$ cat src/rtl/fp_cond_pkg.sv
package fp_cond_pkg;
  localparam int CODE_W = 5;
  localparam int FLAG_W = 4;
  localparam int Z_BIT = 0;
  localparam int N_BIT = 1;
  localparam int I_BIT = 2;
  localparam int NAN_BIT = 3;
  localparam int ERR_SRC_W = 6;
  localparam int UNORD_BIT = 0;
  localparam int INVOP_BIT = 0;

  typedef enum logic [CODE_W-1:0] {
    C_EQ = 5'd0, C_NE, C_MI, C_PL, C_ORD, C_UNORD, C_INF, C_NINF, C_ERR,
    C_GE, C_NGE, C_GT, C_NGT, C_LE, C_NLE, C_LT, C_NLT,
    C_GL, C_NGL, C_GLE, C_NGLE
  } cond_e;

  typedef struct packed {
    logic commit;
    logic raiseUn;
    logic clearSticky;
  } strobe_t;
endpackage

$ cat src/rtl/fp_cond_control.sv
module fp_cond_control
  import fp_cond_pkg::*;
#(
  parameter int EXC_W = 6
) (
  input  logic              instValid,
  input  logic [CODE_W-1:0] condSel,
  input  logic              clrSticky,
  input  logic [FLAG_W-1:0] flagsQ,
  input  logic [EXC_W-1:0]  excQ,
  output strobe_t           strobes
);
  logic z, n, inf, nan, errAny;
  logic geTerm, gtTerm, leTerm, ltTerm, glTerm, gleTerm;
  logic condTrue, aware;

  assign z   = flagsQ[Z_BIT];
  assign n   = flagsQ[N_BIT];
  assign inf = flagsQ[I_BIT];
  assign nan = flagsQ[NAN_BIT];
  assign errAny = |excQ[ERR_SRC_W-1:0];

  assign geTerm  = nan | (n & ~z);
  assign gtTerm  = nan | z | n;
  assign leTerm  = nan | ~(n | z);
  assign ltTerm  = nan | z | ~n;
  assign glTerm  = nan | z;
  assign gleTerm = nan;

  always_comb begin
    condTrue = 1'b0;
    aware    = 1'b0;
    case (condSel)
      C_EQ:    condTrue = z;
      C_NE:    condTrue = ~z;
      C_MI:    condTrue = n;
      C_PL:    condTrue = ~n;
      C_ORD:   condTrue = ~nan;
      C_UNORD: condTrue = nan;
      C_ERR:   condTrue = errAny;
      C_INF:   begin condTrue = inf;      aware = 1'b1; end
      C_NINF:  begin condTrue = ~inf;     aware = 1'b1; end
      C_GE:    begin condTrue = ~geTerm;  aware = 1'b1; end
      C_NGE:   begin condTrue = geTerm;   aware = 1'b1; end
      C_GT:    begin condTrue = ~gtTerm;  aware = 1'b1; end
      C_NGT:   begin condTrue = gtTerm;   aware = 1'b1; end
      C_LE:    begin condTrue = ~leTerm;  aware = 1'b1; end
      C_NLE:   begin condTrue = leTerm;   aware = 1'b1; end
      C_LT:    begin condTrue = ~ltTerm;  aware = 1'b1; end
      C_NLT:   begin condTrue = ltTerm;   aware = 1'b1; end
      C_GL:    begin condTrue = ~glTerm;  aware = 1'b1; end
      C_NGL:   begin condTrue = glTerm;   aware = 1'b1; end
      C_GLE:   begin condTrue = ~gleTerm; aware = 1'b1; end
      C_NGLE:  begin condTrue = gleTerm;  aware = 1'b1; end
      default: ;
    endcase
  end

  always_comb begin
    strobes.commit      = instValid & condTrue;
    strobes.raiseUn     = instValid & nan & aware;
    strobes.clearSticky = clrSticky;
  end
endmodule

$ cat src/rtl/fp_cond_datapath.sv
module fp_cond_datapath
  import fp_cond_pkg::*;
#(
  parameter int EXC_W  = 6,
  parameter int TRAP_W = 4
) (
  input  logic              clk,
  input  logic              rst,
  input  strobe_t           strobes,
  input  logic [FLAG_W-1:0] newFlags,
  input  logic [EXC_W-1:0]  newExc,
  input  logic [TRAP_W-1:0] newTrap,
  output logic [FLAG_W-1:0] flagsQ,
  output logic [EXC_W-1:0]  excQ,
  output logic [TRAP_W-1:0] trapQ
);
  logic excStickyNext, trapStickyNext;

  assign excStickyNext  = (strobes.clearSticky ? 1'b0 : excQ[UNORD_BIT])
                        | (strobes.commit & newExc[UNORD_BIT])
                        | strobes.raiseUn;
  assign trapStickyNext = (strobes.clearSticky ? 1'b0 : trapQ[INVOP_BIT])
                        | (strobes.commit & newTrap[INVOP_BIT])
                        | strobes.raiseUn;

  always_ff @(posedge clk) begin
    if (rst) begin
      flagsQ <= '0;
      excQ   <= '0;
      trapQ  <= '0;
    end else begin
      if (strobes.commit) begin
        flagsQ <= newFlags;
        excQ   <= newExc;
        trapQ  <= newTrap;
      end
      excQ[UNORD_BIT]  <= excStickyNext;
      trapQ[INVOP_BIT] <= trapStickyNext;
    end
  end
endmodule

$ cat src/rtl/fp_cond_commit.sv
module fp_cond_commit
  import fp_cond_pkg::*;
#(
  parameter int EXC_W  = 6,
  parameter int TRAP_W = 4
) (
  input  logic              clk,
  input  logic              rst,
  input  logic              instValid,
  input  logic [CODE_W-1:0] condSel,
  input  logic              clrSticky,
  input  logic [FLAG_W-1:0] newFlags,
  input  logic [EXC_W-1:0]  newExc,
  input  logic [TRAP_W-1:0] newTrap,
  output logic              resultWe,
  output logic              moveWe,
  output logic [FLAG_W-1:0] flagsQ,
  output logic [EXC_W-1:0]  excQ,
  output logic [TRAP_W-1:0] trapQ
);
  strobe_t strobes;

  fp_cond_control #(.EXC_W(EXC_W)) u_ctrl (
    .instValid(instValid), .condSel(condSel), .clrSticky(clrSticky),
    .flagsQ(flagsQ), .excQ(excQ), .strobes(strobes)
  );

  fp_cond_datapath #(.EXC_W(EXC_W), .TRAP_W(TRAP_W)) u_dp (
    .clk(clk), .rst(rst), .strobes(strobes),
    .newFlags(newFlags), .newExc(newExc), .newTrap(newTrap),
    .flagsQ(flagsQ), .excQ(excQ), .trapQ(trapQ)
  );

  assign resultWe = strobes.commit;
  assign moveWe   = strobes.commit;
endmodule

$ cat config.mk
export PLATFORM = sky130hd
export DESIGN_NAME = fp_cond_commit
export DESIGN_NICKNAME = d
export VERILOG_FILES = /design/src/rtl/fp_cond_pkg.sv /design/src/rtl/fp_cond_control.sv /design/src/rtl/fp_cond_datapath.sv /design/src/rtl/fp_cond_commit.sv
export SDC_FILE = /design/constraint.sdc
export NUM_CORES = 1
export LEC_CHECK = 0
export ABC_AREA = 1
export CAP_MARGIN = 20
export CORE_MARGIN = 2
export CORE_UTILIZATION = 46
export CTS_CLUSTER_SIZE = 14
export DETAILED_ROUTE_END_ITERATION = 6
export GPL_TIMING_DRIVEN = 0
export HOLD_SLACK_MARGIN = 0.1
export PLACE_DENSITY = 0.85
export SKIP_LAST_GASP = 1
export SLEW_MARGIN = 25
export SYNTH_ARGS = -nofsm -noshare
export SYNTH_HDL_FRONTEND = slang
export SYNTH_HIERARCHICAL = 1
export SYNTH_SLANG_ARGS = --single-unit
$ cat constraint.sdc
create_clock -name clk -period 3.5 [get_ports clk]
set_input_delay 0.35 -clock clk [delete_from_list [all_inputs] [get_ports clk]]
set_output_delay 0.35 -clock clk [all_outputs]
set_load 0.005 [all_outputs]
==> flow_metrics.env <==
export IMPL_ctsHtreeMaxLevel=1
export IMPL_cts_root_buf="clkbuf_4"
export IMPL_finClkSkew_ns=0.001400
export IMPL_fin_nets=238
export IMPL_die_x_um=49.86
export IMPL_synth_edf_count=0
export IMPL_syn_area_um2=967.2
export IMPL_p_int_mw=0.2741
export IMPL_cts_tree="done"
export IMPL_dp_hpwl_mm=1.967
export IMPL_drt_wl_total_mm=2.490
export IMPL_finalHoldViolCount=0
export IMPL_p_leak_nw=0.6522
export IMPL_r2r_setup_slack_ns=1.43
export IMPL_rows=16
export IMPL_power_switching_mw=0.1133
export IMPL_clock_sinks=14
export IMPL_coreArea_um2=1982
export IMPL_swShare=0.2924
export IMPL_min_period_ns=3.125
export IMPL_ant_nets=0
export IMPL_synth_nets=196
export IMPL_drive_gt1_frac=0.07512
export IMPL_grt_overflow_total=0
export IMPL_fin_crit_sh=0.8929
export IMPL_seq_power_share=0.456
export IMPL_grt_pass1_vias=1076
export IMPL_crit_arrival_ns=2.78
export IMPL_drv_cap=0
export IMPL_seq_area_frac_synth=0.2898
export IMPL_critical_path_class="in -> out"
export IMPL_grt_use_total=0.2177
export IMPL_cp_max_fo=8
export IMPL_grt_pass1_wl_mm=4.271
export IMPL_cp_required_ns=3.15
export IMPL_power_mw=0.3874
export IMPL_synthCells=173
export IMPL_dieArea_um2=2486
export IMPL_timing_fmax_mhz=320.0
export IMPL_antenna_found_initial=0
export IMPL_drc=0
export IMPL_place_congestion=0.9640
export IMPL_ios=39
export IMPL_final_cells=240
export IMPL_finalMaxSlewViolations=0
export IMPL_avgRoutedWirePerCell_um=10.38
export IMPL_ys_flop_type="dfxtp_1"
export IMPL_io_buffers=37
export IMPL_critPathLaunchType="input pin"
export IMPL_cts_buffer_depth=2
export IMPL_synthTopCellsByArea="dfxtp_1 29%, nand2_1 24%, nor2_1 9.7%"
export IMPL_grt_start_max_net_pins=11
export IMPL_reg2reg_from="u_dp/flagsQ[1]"
export IMPL_cts_hold_fix_buffers=0
export IMPL_numCtsBuffers=3
export IMPL_tightestPinTransition_ns=0.5563
export IMPL_drt_iter0_drc=36
export IMPL_syn_area_per_cell_um2=5.591
export IMPL_combPwrFrac=0.326
export IMPL_design_area_um2=1394
export IMPL_relSlewSlack=0.6278
export IMPL_initial_core_util=0.4880
export IMPL_cp_endpoint="resultWe"
export IMPL_hold_path_class="in -> reg"
export IMPL_dp_cells=237
export IMPL_totalNegativeSetupSlack_ns=0
export IMPL_synth_cell_type_count=16
export IMPL_rsz0062_at_grt="false"
export IMPL_cp_end_kind="output port"
export IMPL_r2r_end="u_dp/excQ[2]"
export IMPL_outcome="finished clean"
export IMPL_insertion_delay_ns=0.27
export IMPL_clk_pin_slew_ns=0.07
export IMPL_async_flop_share=0
export IMPL_via_per_inst=4.929
export IMPL_n_antenna_cell=0
export IMPL_critPathLaunch="condSel[2]"
export IMPL_area_growth_pct=44.11
export IMPL_power_density_nw_per_um2=277.9
export IMPL_synth_top_cell_by_area="dfxtp_1"
export IMPL_ir_drop_mv=0.2418
export IMPL_drt_pre_antenna_iters=4
export IMPL_ys_warn_count=6
export IMPL_via_count=1183
export IMPL_worst_hold_slack_ns=0.3923
export IMPL_dpl_instance_area_um2=1371
export IMPL_r2r_cells=12
export IMPL_finalSetupViolCount=0
export IMPL_p_clk_frac=0.218
export IMPL_synth_seq_cells=14
export IMPL_ctsResizeCount=0
export IMPL_fp_dieH_um=49.86
export IMPL_yosys_area_top_type_share=0.2898
export IMPL_cts_setup_buffers=0
-- worst max-delay path, cell delays in order --
cell,delay [ns]
clkdlybuf4s50_1,0.52
inv_1,0.10
nor2_2,0.20
nand3_1,0.14
a21oi_1,0.18
nor2_1,0.06
nand2_1,0.06
nor2_1,0.04
nor2_1,0.42
buf_4,0.20
clkdlybuf4s50_1,0.49
-- layout by cell type (no fill, tap or decap), drive strengths merged --
cell type	instances
dfxtp	14
nand3	18
or2	1
a21oi	15
nor2	29
o21ai	2
clkdlybuf4s50	37
nand4	2
clkbuf	3
nand2	61
inv	26
buf	5
-- sequential cells by signal (all words and copies together), names as in the netlist --
signal / flops
u_dp/excQ: 6
u_dp/flagsQ: 4
u_dp/trapQ: 4
-- layout make-up --
cell class / count / area (um^2)
well taps: 27 / 33.78
clock buffers: 3 / 22.52
inverters: 26 / 97.59
multi-input cells: 128 / 550.5
flip-flops and latches: 14 / 280.3
fillers: 176 / 588.1
repair buffers: 37 / 370.4
plain buffers: 5 / 38.79
-- power by group through the flow --
stage | combinational, mW | sequential, mW | clock [mW]
2_1_floorplan | 0.0610 | 0.180 | 0
3_3_place_gp | 0.123 | 0.180 | 0
3_5_place_dp | 0.125 | 0.180 | 0
4_1_cts | 0.126 | 0.177 | 0.0881
5_1_grt | 0.140 | 0.178 | 0.0964
6_report | 0.126 | 0.177 | 0.0845
-- layer usage --
layer / wire length (um) / GRT usage
met4: 40 / 0.1019
met2: 1203 / 0.3978
met3: 215 / 0.04242
met1: 1030 / 0.2383
met5: 0 / 0
-- stage by stage --
stage,utilization,setup WS [ns]
global route,0.7033,0.1342
finish,0.7033,0.3748
global placement,0.6919,0.4287
floorplan,-,1.678
CTS,0.7033,0.4036
detailed placement,0.6919,0.3849
-- worst min-delay path by stage --
stage / start / end / slack [ns] / cells after the start
6_report: clrSticky / u_dp/trapQ[0] / 0.39 / 4
4_1_cts: clrSticky / u_dp/trapQ[0] / 0.39 / 4
5_1_grt: clrSticky / u_dp/excQ[0] / 0.41 / 4
3_3_place_gp: u_dp/trapQ[3] / u_dp/trapQ[3] / 0.45 / 2
3_5_place_dp: u_dp/trapQ[3] / u_dp/trapQ[3] / 0.45 / 2
2_1_floorplan: rst / u_dp/excQ[5] / 0.42 / 1
-- logic make-up after synthesis --
kind of cell | after synthesis | synth area share
buffers and inverters | 31 | 0.1410
AO/OA/AOI/OAI | 17 | 0.09185
flip-flops | 14 | 0.2898
AND/OR/NAND/NOR | 111 | 0.4774
-- synthesized netlist by cell type (2+ instances only) --
master,n
nand2_1,61
nor2_1,25
inv_1,24
nand3_1,18
a21oi_1,14
dfxtp_1,14
buf_4,3
nor2_2,3
inv_2,2
nand4_1,2
o21ai_0,2
No activity file was read; power rests on OpenSTA's default activity.
